File: src/rtl/spa_pkg.sv
package spa_pkg;

    localparam int unsigned LEVEL_BITS = 4;

    typedef enum logic [1:0] {
        MODE_FULL     = 2'b00,
        MODE_EVEN_BAD = 2'b01,
        MODE_ODD_BAD  = 2'b10,
        MODE_FULL_ALT = 2'b11
    } spa_mode_e;

    typedef enum logic {
        ST_IDLE  = 1'b0,
        ST_SHIFT = 1'b1
    } spa_state_e;

    // Fault-forcing controls shared by both trees
    typedef struct packed {
        logic                  en;
        logic                  tree;
        logic [LEVEL_BITS-1:0] level;
        logic                  val;
    } spa_fault_t;

    // Per-cycle write plan for the result register
    typedef struct packed {
        logic wr_even;
        logic wr_odd;
        logic from_shift;
        logic done;
    } spa_wr_t;

    function automatic logic mode_degraded(spa_mode_e m);
        return (m == MODE_EVEN_BAD) || (m == MODE_ODD_BAD);
    endfunction

    // Odd tree is the healthy one only when the even tree is declared bad
    function automatic logic mode_odd_healthy(spa_mode_e m);
        return m == MODE_EVEN_BAD;
    endfunction

endpackage

File: src/rtl/spa_prefix_tree.sv
module spa_prefix_tree
    import spa_pkg::*;
#(
    parameter int unsigned N = 66
) (
    input  logic [N-1:0] gen_in,
    input  logic [N-1:0] prop_in,
    input  spa_fault_t   flt,
    input  logic [N-1:0] flt_mask,
    output logic [N-1:0] grp_gen
);
    localparam int unsigned LV = $clog2(N);

    logic [LV:0][N-1:0]   gl;
    logic [LV-1:0][N-1:0] pl;

    always_comb begin
        int d;
        int j;
        gl = '0;
        pl = '0;
        for (int i = 0; i < N; i++) begin
            gl[0][i] = (flt.en && flt.level == '0 && flt_mask[i]) ? flt.val : gen_in[i];
            pl[0][i] = prop_in[i];
        end
        for (int k = 1; k <= LV; k++) begin
            d = 1 << (k - 1);
            for (int i = 0; i < N; i++) begin
                j = (i >= d) ? i - d : i;
                if (i >= d) begin
                    gl[k][i] = gl[k-1][i] | (pl[k-1][i] & gl[k-1][j]);
                end else begin
                    gl[k][i] = gl[k-1][i];
                end
                if (k < LV) begin
                    pl[k][i] = (i >= d) ? (pl[k-1][i] & pl[k-1][j]) : pl[k-1][i];
                end
                if (flt.en && flt.level == LEVEL_BITS'(k) && flt_mask[i]) begin
                    gl[k][i] = flt.val;
                end
            end
        end
        grp_gen = gl[LV];
    end

endmodule

File: src/rtl/spa_datapath.sv
module spa_datapath
    import spa_pkg::*;
#(
    parameter int unsigned N = 66
) (
    input  logic [N-1:0] add_a,
    input  logic [N-1:0] add_b,
    input  logic         add_cin,
    input  spa_fault_t   flt,
    input  logic [N-1:0] flt_mask,
    output logic [N-1:0] sum
);
    logic [N-1:0] gen, prop, c_even, c_odd;
    spa_fault_t   flt_even, flt_odd;

    always_comb begin
        gen     = add_a & add_b;
        prop    = add_a ^ add_b;
        gen[0]  = gen[0] | (prop[0] & add_cin);
    end

    always_comb begin
        flt_even    = flt;
        flt_even.en = flt.en && !flt.tree;
        flt_odd     = flt;
        flt_odd.en  = flt.en && flt.tree;
    end

    // Two disjoint carry networks, one per sum parity
    spa_prefix_tree #(.N(N)) u_tree_even (
        .gen_in(gen), .prop_in(prop), .flt(flt_even), .flt_mask(flt_mask), .grp_gen(c_even)
    );
    spa_prefix_tree #(.N(N)) u_tree_odd (
        .gen_in(gen), .prop_in(prop), .flt(flt_odd), .flt_mask(flt_mask), .grp_gen(c_odd)
    );

    always_comb begin
        sum[0] = prop[0] ^ add_cin;
        for (int i = 1; i < N; i++) begin
            sum[i] = prop[i] ^ (((i % 2) == 0) ? c_even[i-1] : c_odd[i-1]);
        end
    end

endmodule

File: src/rtl/spa_seq.sv
module spa_seq
    import spa_pkg::*;
#(
    parameter int unsigned W = 64,
    parameter int unsigned N = W + 2
) (
    input  logic         clk,
    input  logic         rst,
    input  logic         in_valid,
    input  logic [1:0]   cfg_mode,
    input  logic [W-1:0] op_a,
    input  logic [W-1:0] op_b,
    input  logic         carry_in,
    output logic         in_ready,
    output logic [N-1:0] add_a,
    output logic [N-1:0] add_b,
    output logic         add_cin,
    output spa_wr_t      wr
);
    spa_state_e   st;
    spa_mode_e    mode_now;
    logic [W-1:0] a_q, b_q;
    logic         c_q, hodd_q, accept, deg_now;

    assign mode_now = spa_mode_e'(cfg_mode);
    assign deg_now  = mode_degraded(mode_now);
    assign in_ready = (st == ST_IDLE);
    assign accept   = in_valid && in_ready;

    always_ff @(posedge clk) begin
        if (rst) begin
            st     <= ST_IDLE;
            a_q    <= '0;
            b_q    <= '0;
            c_q    <= 1'b0;
            hodd_q <= 1'b0;
        end else if (accept) begin
            a_q    <= op_a;
            b_q    <= op_b;
            c_q    <= carry_in;
            hodd_q <= mode_odd_healthy(mode_now);
            if (deg_now) begin
                st <= ST_SHIFT;
            end
        end else if (st == ST_SHIFT) begin
            st <= ST_IDLE;
        end
    end

    always_comb begin
        if (st == ST_SHIFT) begin
            // Shifted pass: carry-in enters as a generating bottom bit
            add_a         = {1'b0, a_q, c_q};
            add_b         = {1'b0, b_q, c_q};
            add_cin       = 1'b0;
            wr.wr_even    = hodd_q;
            wr.wr_odd     = !hodd_q;
            wr.from_shift = 1'b1;
            wr.done       = 1'b1;
        end else begin
            add_a         = {2'b00, op_a};
            add_b         = {2'b00, op_b};
            add_cin       = carry_in;
            wr.wr_even    = accept && (!deg_now || !mode_odd_healthy(mode_now));
            wr.wr_odd     = accept && (!deg_now || mode_odd_healthy(mode_now));
            wr.from_shift = 1'b0;
            wr.done       = accept && !deg_now;
        end
    end

endmodule

File: src/rtl/spa_result.sv
module spa_result
    import spa_pkg::*;
#(
    parameter int unsigned W = 64,
    parameter int unsigned N = W + 2
) (
    input  logic         clk,
    input  logic         rst,
    input  logic [N-1:0] sum,
    input  spa_wr_t      wr,
    output logic [W-1:0] sum_out,
    output logic         carry_out,
    output logic         out_valid
);
    logic [W:0] acc, cand, odd_m;

    always_comb begin
        for (int j = 0; j <= W; j++) begin
            cand[j]  = wr.from_shift ? sum[j+1] : sum[j];
            odd_m[j] = ((j % 2) == 1);
        end
    end

    always_ff @(posedge clk) begin
        if (rst) begin
            acc       <= '0;
            out_valid <= 1'b0;
        end else begin
            out_valid <= wr.done;
            for (int j = 0; j <= W; j++) begin
                if (((j % 2) == 0) ? wr.wr_even : wr.wr_odd) begin
                    acc[j] <= cand[j];
                end
            end
        end
    end

    assign sum_out   = acc[W-1:0];
    assign carry_out = acc[W];

    AST_EVEN_ONLY_HOLDS_ODD: assert property (@(posedge clk) disable iff (rst)
        (wr.wr_even && !wr.wr_odd) |=> $stable(acc & odd_m));
    AST_ODD_ONLY_HOLDS_EVEN: assert property (@(posedge clk) disable iff (rst)
        (wr.wr_odd && !wr.wr_even) |=> $stable(acc & ~odd_m));

endmodule

File: src/rtl/split_prefix_adder.sv
module split_prefix_adder
    import spa_pkg::*;
#(
    parameter int unsigned W = 64
) (
    input  logic                  clk,
    input  logic                  rst,
    input  logic                  in_valid,
    output logic                  in_ready,
    input  logic [W-1:0]          op_a,
    input  logic [W-1:0]          op_b,
    input  logic                  carry_in,
    input  logic [1:0]            cfg_mode,
    output logic                  out_valid,
    output logic [W-1:0]          sum_out,
    output logic                  carry_out,
    input  logic                  fi_en,
    input  logic                  fi_tree,
    input  logic [LEVEL_BITS-1:0] fi_level,
    input  logic [W+1:0]          fi_mask,
    input  logic                  fi_val
);
    localparam int unsigned N = W + 2;

    logic [N-1:0] add_a, add_b, dp_sum, ref_sum, odd_pos;
    logic         add_cin;
    spa_wr_t      wr;
    spa_fault_t   flt;

    assign flt = '{en: fi_en, tree: fi_tree, level: fi_level, val: fi_val};

    spa_seq #(.W(W), .N(N)) u_seq (
        .clk(clk), .rst(rst), .in_valid(in_valid), .cfg_mode(cfg_mode),
        .op_a(op_a), .op_b(op_b), .carry_in(carry_in), .in_ready(in_ready),
        .add_a(add_a), .add_b(add_b), .add_cin(add_cin), .wr(wr)
    );

    spa_datapath #(.N(N)) u_dp (
        .add_a(add_a), .add_b(add_b), .add_cin(add_cin),
        .flt(flt), .flt_mask(fi_mask), .sum(dp_sum)
    );

    spa_result #(.W(W), .N(N)) u_res (
        .clk(clk), .rst(rst), .sum(dp_sum), .wr(wr),
        .sum_out(sum_out), .carry_out(carry_out), .out_valid(out_valid)
    );

    // Arithmetic reference for the assertions only
    assign ref_sum = add_a + add_b + N'(add_cin);
    always_comb begin
        for (int i = 0; i < N; i++) begin
            odd_pos[i] = ((i % 2) == 1);
        end
    end

    AST_SUM_MATCHES_ARITH: assert property (@(posedge clk) disable iff (rst)
        !fi_en |-> (dp_sum == ref_sum));
    AST_EVEN_FAULT_SPARES_ODD: assert property (@(posedge clk) disable iff (rst)
        (fi_en && !fi_tree) |-> (((dp_sum ^ ref_sum) & odd_pos) == '0));
    AST_ODD_FAULT_SPARES_EVEN: assert property (@(posedge clk) disable iff (rst)
        (fi_en && fi_tree) |-> (((dp_sum ^ ref_sum) & ~odd_pos) == '0));
    AST_NORMAL_ONE_CYCLE: assert property (@(posedge clk) disable iff (rst)
        (in_valid && in_ready && (cfg_mode == 2'b00 || cfg_mode == 2'b11)) |=> (out_valid && in_ready));
    AST_DEGRADED_TWO_CYCLE: assert property (@(posedge clk) disable iff (rst)
        (in_valid && in_ready && (cfg_mode == 2'b01 || cfg_mode == 2'b10))
        |=> (!out_valid && !in_ready) ##1 (out_valid && in_ready));
    AST_BUSY_SINGLE_CYCLE: assert property (@(posedge clk) disable iff (rst)
        !in_ready |=> in_ready);

endmodule

File: config.mk
export PLATFORM = sky130hd
export DESIGN_NAME = split_prefix_adder
export DESIGN_NICKNAME = d
export VERILOG_FILES = /design/src/rtl/spa_pkg.sv /design/src/rtl/spa_prefix_tree.sv /design/src/rtl/spa_datapath.sv /design/src/rtl/spa_seq.sv /design/src/rtl/spa_result.sv /design/src/rtl/split_prefix_adder.sv
export SDC_FILE = /design/constraint.sdc
export NUM_CORES = 2
export LEC_CHECK = 0
export BUFFER_PORTS_ARGS = -buffer_cell sky130_fd_sc_hd__buf_4
export CORE_UTILIZATION = 34
export DETAILED_ROUTE_END_ITERATION = 7
export PLACE_DENSITY = 0.59
export SYNTH_ARGS = -nofsm -noshare
export SYNTH_HDL_FRONTEND = slang
export SYNTH_SLANG_ARGS = --single-unit
File: constraint.sdc
create_clock -name clk -period 13 [get_ports clk]
set_clock_uncertainty 0.1 [all_clocks]
set_input_delay 0 -clock clk [delete_from_list [all_inputs] [get_ports clk]]
set_output_delay 0 -clock clk [all_outputs]
set_load 0.02 [all_outputs]
==> impl_metrics.yaml <==
drt:
  antenna_left: 0
  drc: 4
  vias: 32100
  wl_met3_um: 16500
  dr.pass1.iters: 8
  wl_met2_um: 63500
  highest_layer: "met5"
  wl_per_cell_um: 31.9
  met1_length_um: 60000
  vias_per_cell: 6.74
  drt-initial-drc-count: 4904
  finalWirelength_um: 152000
synthesis:
  yosys_warnings: 0
  synthFlopType: "dfxtp_1"
  syn_area_um2: 24200
  synth_cells: 3595
  ys_types: 113
  synth.yosys.seq_area_share_pct: 16.3
  synth_edf_count: 0
  synth-seq-cells: 197
  async_flop_share_pct: 0
  avgSynthCellArea_um2: 6.73
  mappedNetlistNets: 3869
clock_network:
  cts_buffer_depth: 2
  cts.repair.resized: 0
  post_cts_buffers: 0
  cts_root_buf: "clkbuf_16"
  cts_tree: "yes"
  cts_made_buffers: 17
  path_clk_slew_ns: 0.09
  clock_latency_ns: 0.53
  hold_buffers: 193
  htreeDepth: 4
  cts_sinks: 197
worst_setup_path:
  critPathArrivalTime_ns: 6.79
  end_kind: "flop"
  rr_endpoint: "u_res.acc[43]"
  worstSetupStartpointType: "flop"
  path_max_fanout: 44
  setup.worst_path.class: "reg2reg"
  critPathLaunch: "u_seq.st"
  ff2ff_path_depth: 14
  ff2ff_setup_slack_ns: 6.53
  worst_ep_required_time_ns: 13.32
  worstReg2RegStart: "u_seq.st"
  crit_end: "u_res.acc[43]"
finish:
  final_nets: 4079
  multi_input_area_um2: 18600
  final_cell_mix: "nand2_1, buf_4, a21oi_1"
  final_common_cell: "nand2_1"
  drive_gt1_share_pct: 16.6
  regArea_um2: 3950
  antenna_cells: 0
  fillers: 7428
  area_delta_synth_final_pct: 20.4
die:
  die_y_um: 269
  ios: 274
  placeableCoreArea_um2: 70300
  initial_core_util_pct: 34.4
  die_area_um2: 72300
  die_width_um: 269
  row_count: 97
power:
  power_density_nw_per_um2: 90.4
  p_leak_nw: 10.9
  ir_worst_vdd_mv: 0.0608
  power.total_mw: 2.63
sta:
  finalMaxSlewViolations: 0
  max-slew-margin-rel_pct: 11.4
  hold_violations: 0
  setup_viol: 0
  finalCriticalPeriod_ns: 6.47
  rsz0062_at_grt: "no"
  min_period_over_period_pct: 49.8
  worst_pin_slew_ns: 1.29
  max_freq_mhz: 155
  finalSetupTns_ns: 0
flow_run:
  maxCapViolCount: 0
global_routing:
  grt_start_max_net_pins: 94
  grt_use_total_pct: 40.8
  antenna_found_initial: 3
  overflow: 0
  grt_pass1_vias: 29600
  grt_pass1_wl_um: 213000
placement:
  gp_congestion: 1.08
  numPortBuffers: 272
  dp_hpwl_um: 114000
status:
  violations: "DRC"
  run_status: "complete, but fails checks"
hold_path:
  hold-path-cell-count: 5
  hold_path_class: "in2reg"
[layout make-up]
class,instances,share of cell area (%)
flip-flops and latches,197,13.5
inverters,59,0.760
clock buffers,17,1.46
repair buffers,544,15.7
multi-input cells,2986,63.8
well taps,940,4.04
clock inverters,15,0.601
[sequential cells by signal, indices dropped and copies added, names as in the netlist]
name	count
u_seq.b_q	64
u_seq.st	1
u_res.out_valid	1
u_seq.hodd_q	1
u_seq.a_q	64
u_res.acc	65
u_seq.c_q	1
[per-layer routing]
metal	vias to the layer above	track usage (%)
met5	-	0.0676
met4	4	28.4
met3	499	9.80
met2	2345	60.2
met1	15300	52.1
li1	13900	-
[how the worst min path moves through the flow]
stage,start,to
floorplan,op_a[63],u_seq.a_q[63]
global placement,op_a[33],u_seq.a_q[33]
detailed placement,op_a[48],u_seq.a_q[48]
CTS,fi_mask[61],u_res.acc[61]
global route,fi_mask[61],u_res.acc[62]
finish,fi_mask[61],u_res.acc[61]
[report_power, final]
| group | switching, mW | leakage, nW | internal (mW) |
|---|---|---|---|
| Sequential | 0.0306 | 1.62 | 0.656 |
| Combinational | 0.905 | 8.97 | 0.455 |
| Clock | 0.327 | 0.294 | 0.261 |
| Total | 1.26 | 10.9 | 1.37 |
[metrics by stage]
| stage | setup WS, ns | std cells | area (um2) | hold slack (ns) | utilization [%] |
|---|---|---|---|---|---|
| after floorplan | 8.51 | 3595 | 24200 | 0.0360 | - |
| after global placement | 6.83 | 4533 | 26600 | 0.158 | 37.9 |
| after detailed placement | 6.82 | 4533 | 26600 | 0.165 | 37.9 |
| after CTS | 6.79 | 4758 | 29100 | 0.0153 | 41.5 |
| after global routing | 6.38 | 4758 | 29100 | 0.0686 | 41.5 |
| final | 6.53 | 4758 | 29100 | 0.0501 | 41.5 |
[kinds of logic (layout without fill, tap and decap cells)]
family / count (synthesis) / after routing / share of synthesized area, %
muxes: 163 / 163 / 7.44
buffers and inverters: 412 / 635 / 7.12
xor gates and xnor gates: 57 / 57 / 2.06
AOI/OAI and AO/OA: 1227 / 1227 / 35.3
DFF: 197 / 197 / 16.3
adders and majority gates: 67 / 67 / 3.49
and+or+nand+nor: 1472 / 1472 / 28.2
[cells in the mapped netlist (42+ instances only)]
master	number	area share, %
a211oi_1	53	1.6
a21oi_1	311	6.4
a31oi_1	129	3.3
and3_1	61	1.6
buf_2	73	1.5
clkbuf_1	245	3.8
dfxtp_1	197	16
ha_1	66	3.4
inv_1	58	0.90
mux2_2	135	6.3
nand2_1	723	11
nand3_1	112	2.3
nand4_1	97	2.5
nor2_1	218	3.4
nor3_1	69	1.4
o211ai_1	43	1.3
o21ai_0	131	2.7
o31ai_1	42	1.3
[critical path, cell delays in order, from the launching register on]
cell	delay (ns)
dfxtp_4	0.63
buf_4	0.57
mux2_2	0.41
ha_1	0.56
nand2_1	0.20
nor3_1	0.06
o32a_1	0.34
a311oi_1	0.46
a21oi_1	0.22
o21a_1	0.24
o31ai_1	0.90
mux2_2	0.42
o21ai_0	0.65
a21oi_1	0.22
a221o_1	0.29
No activity file was read; power rests on OpenSTA's default activity.
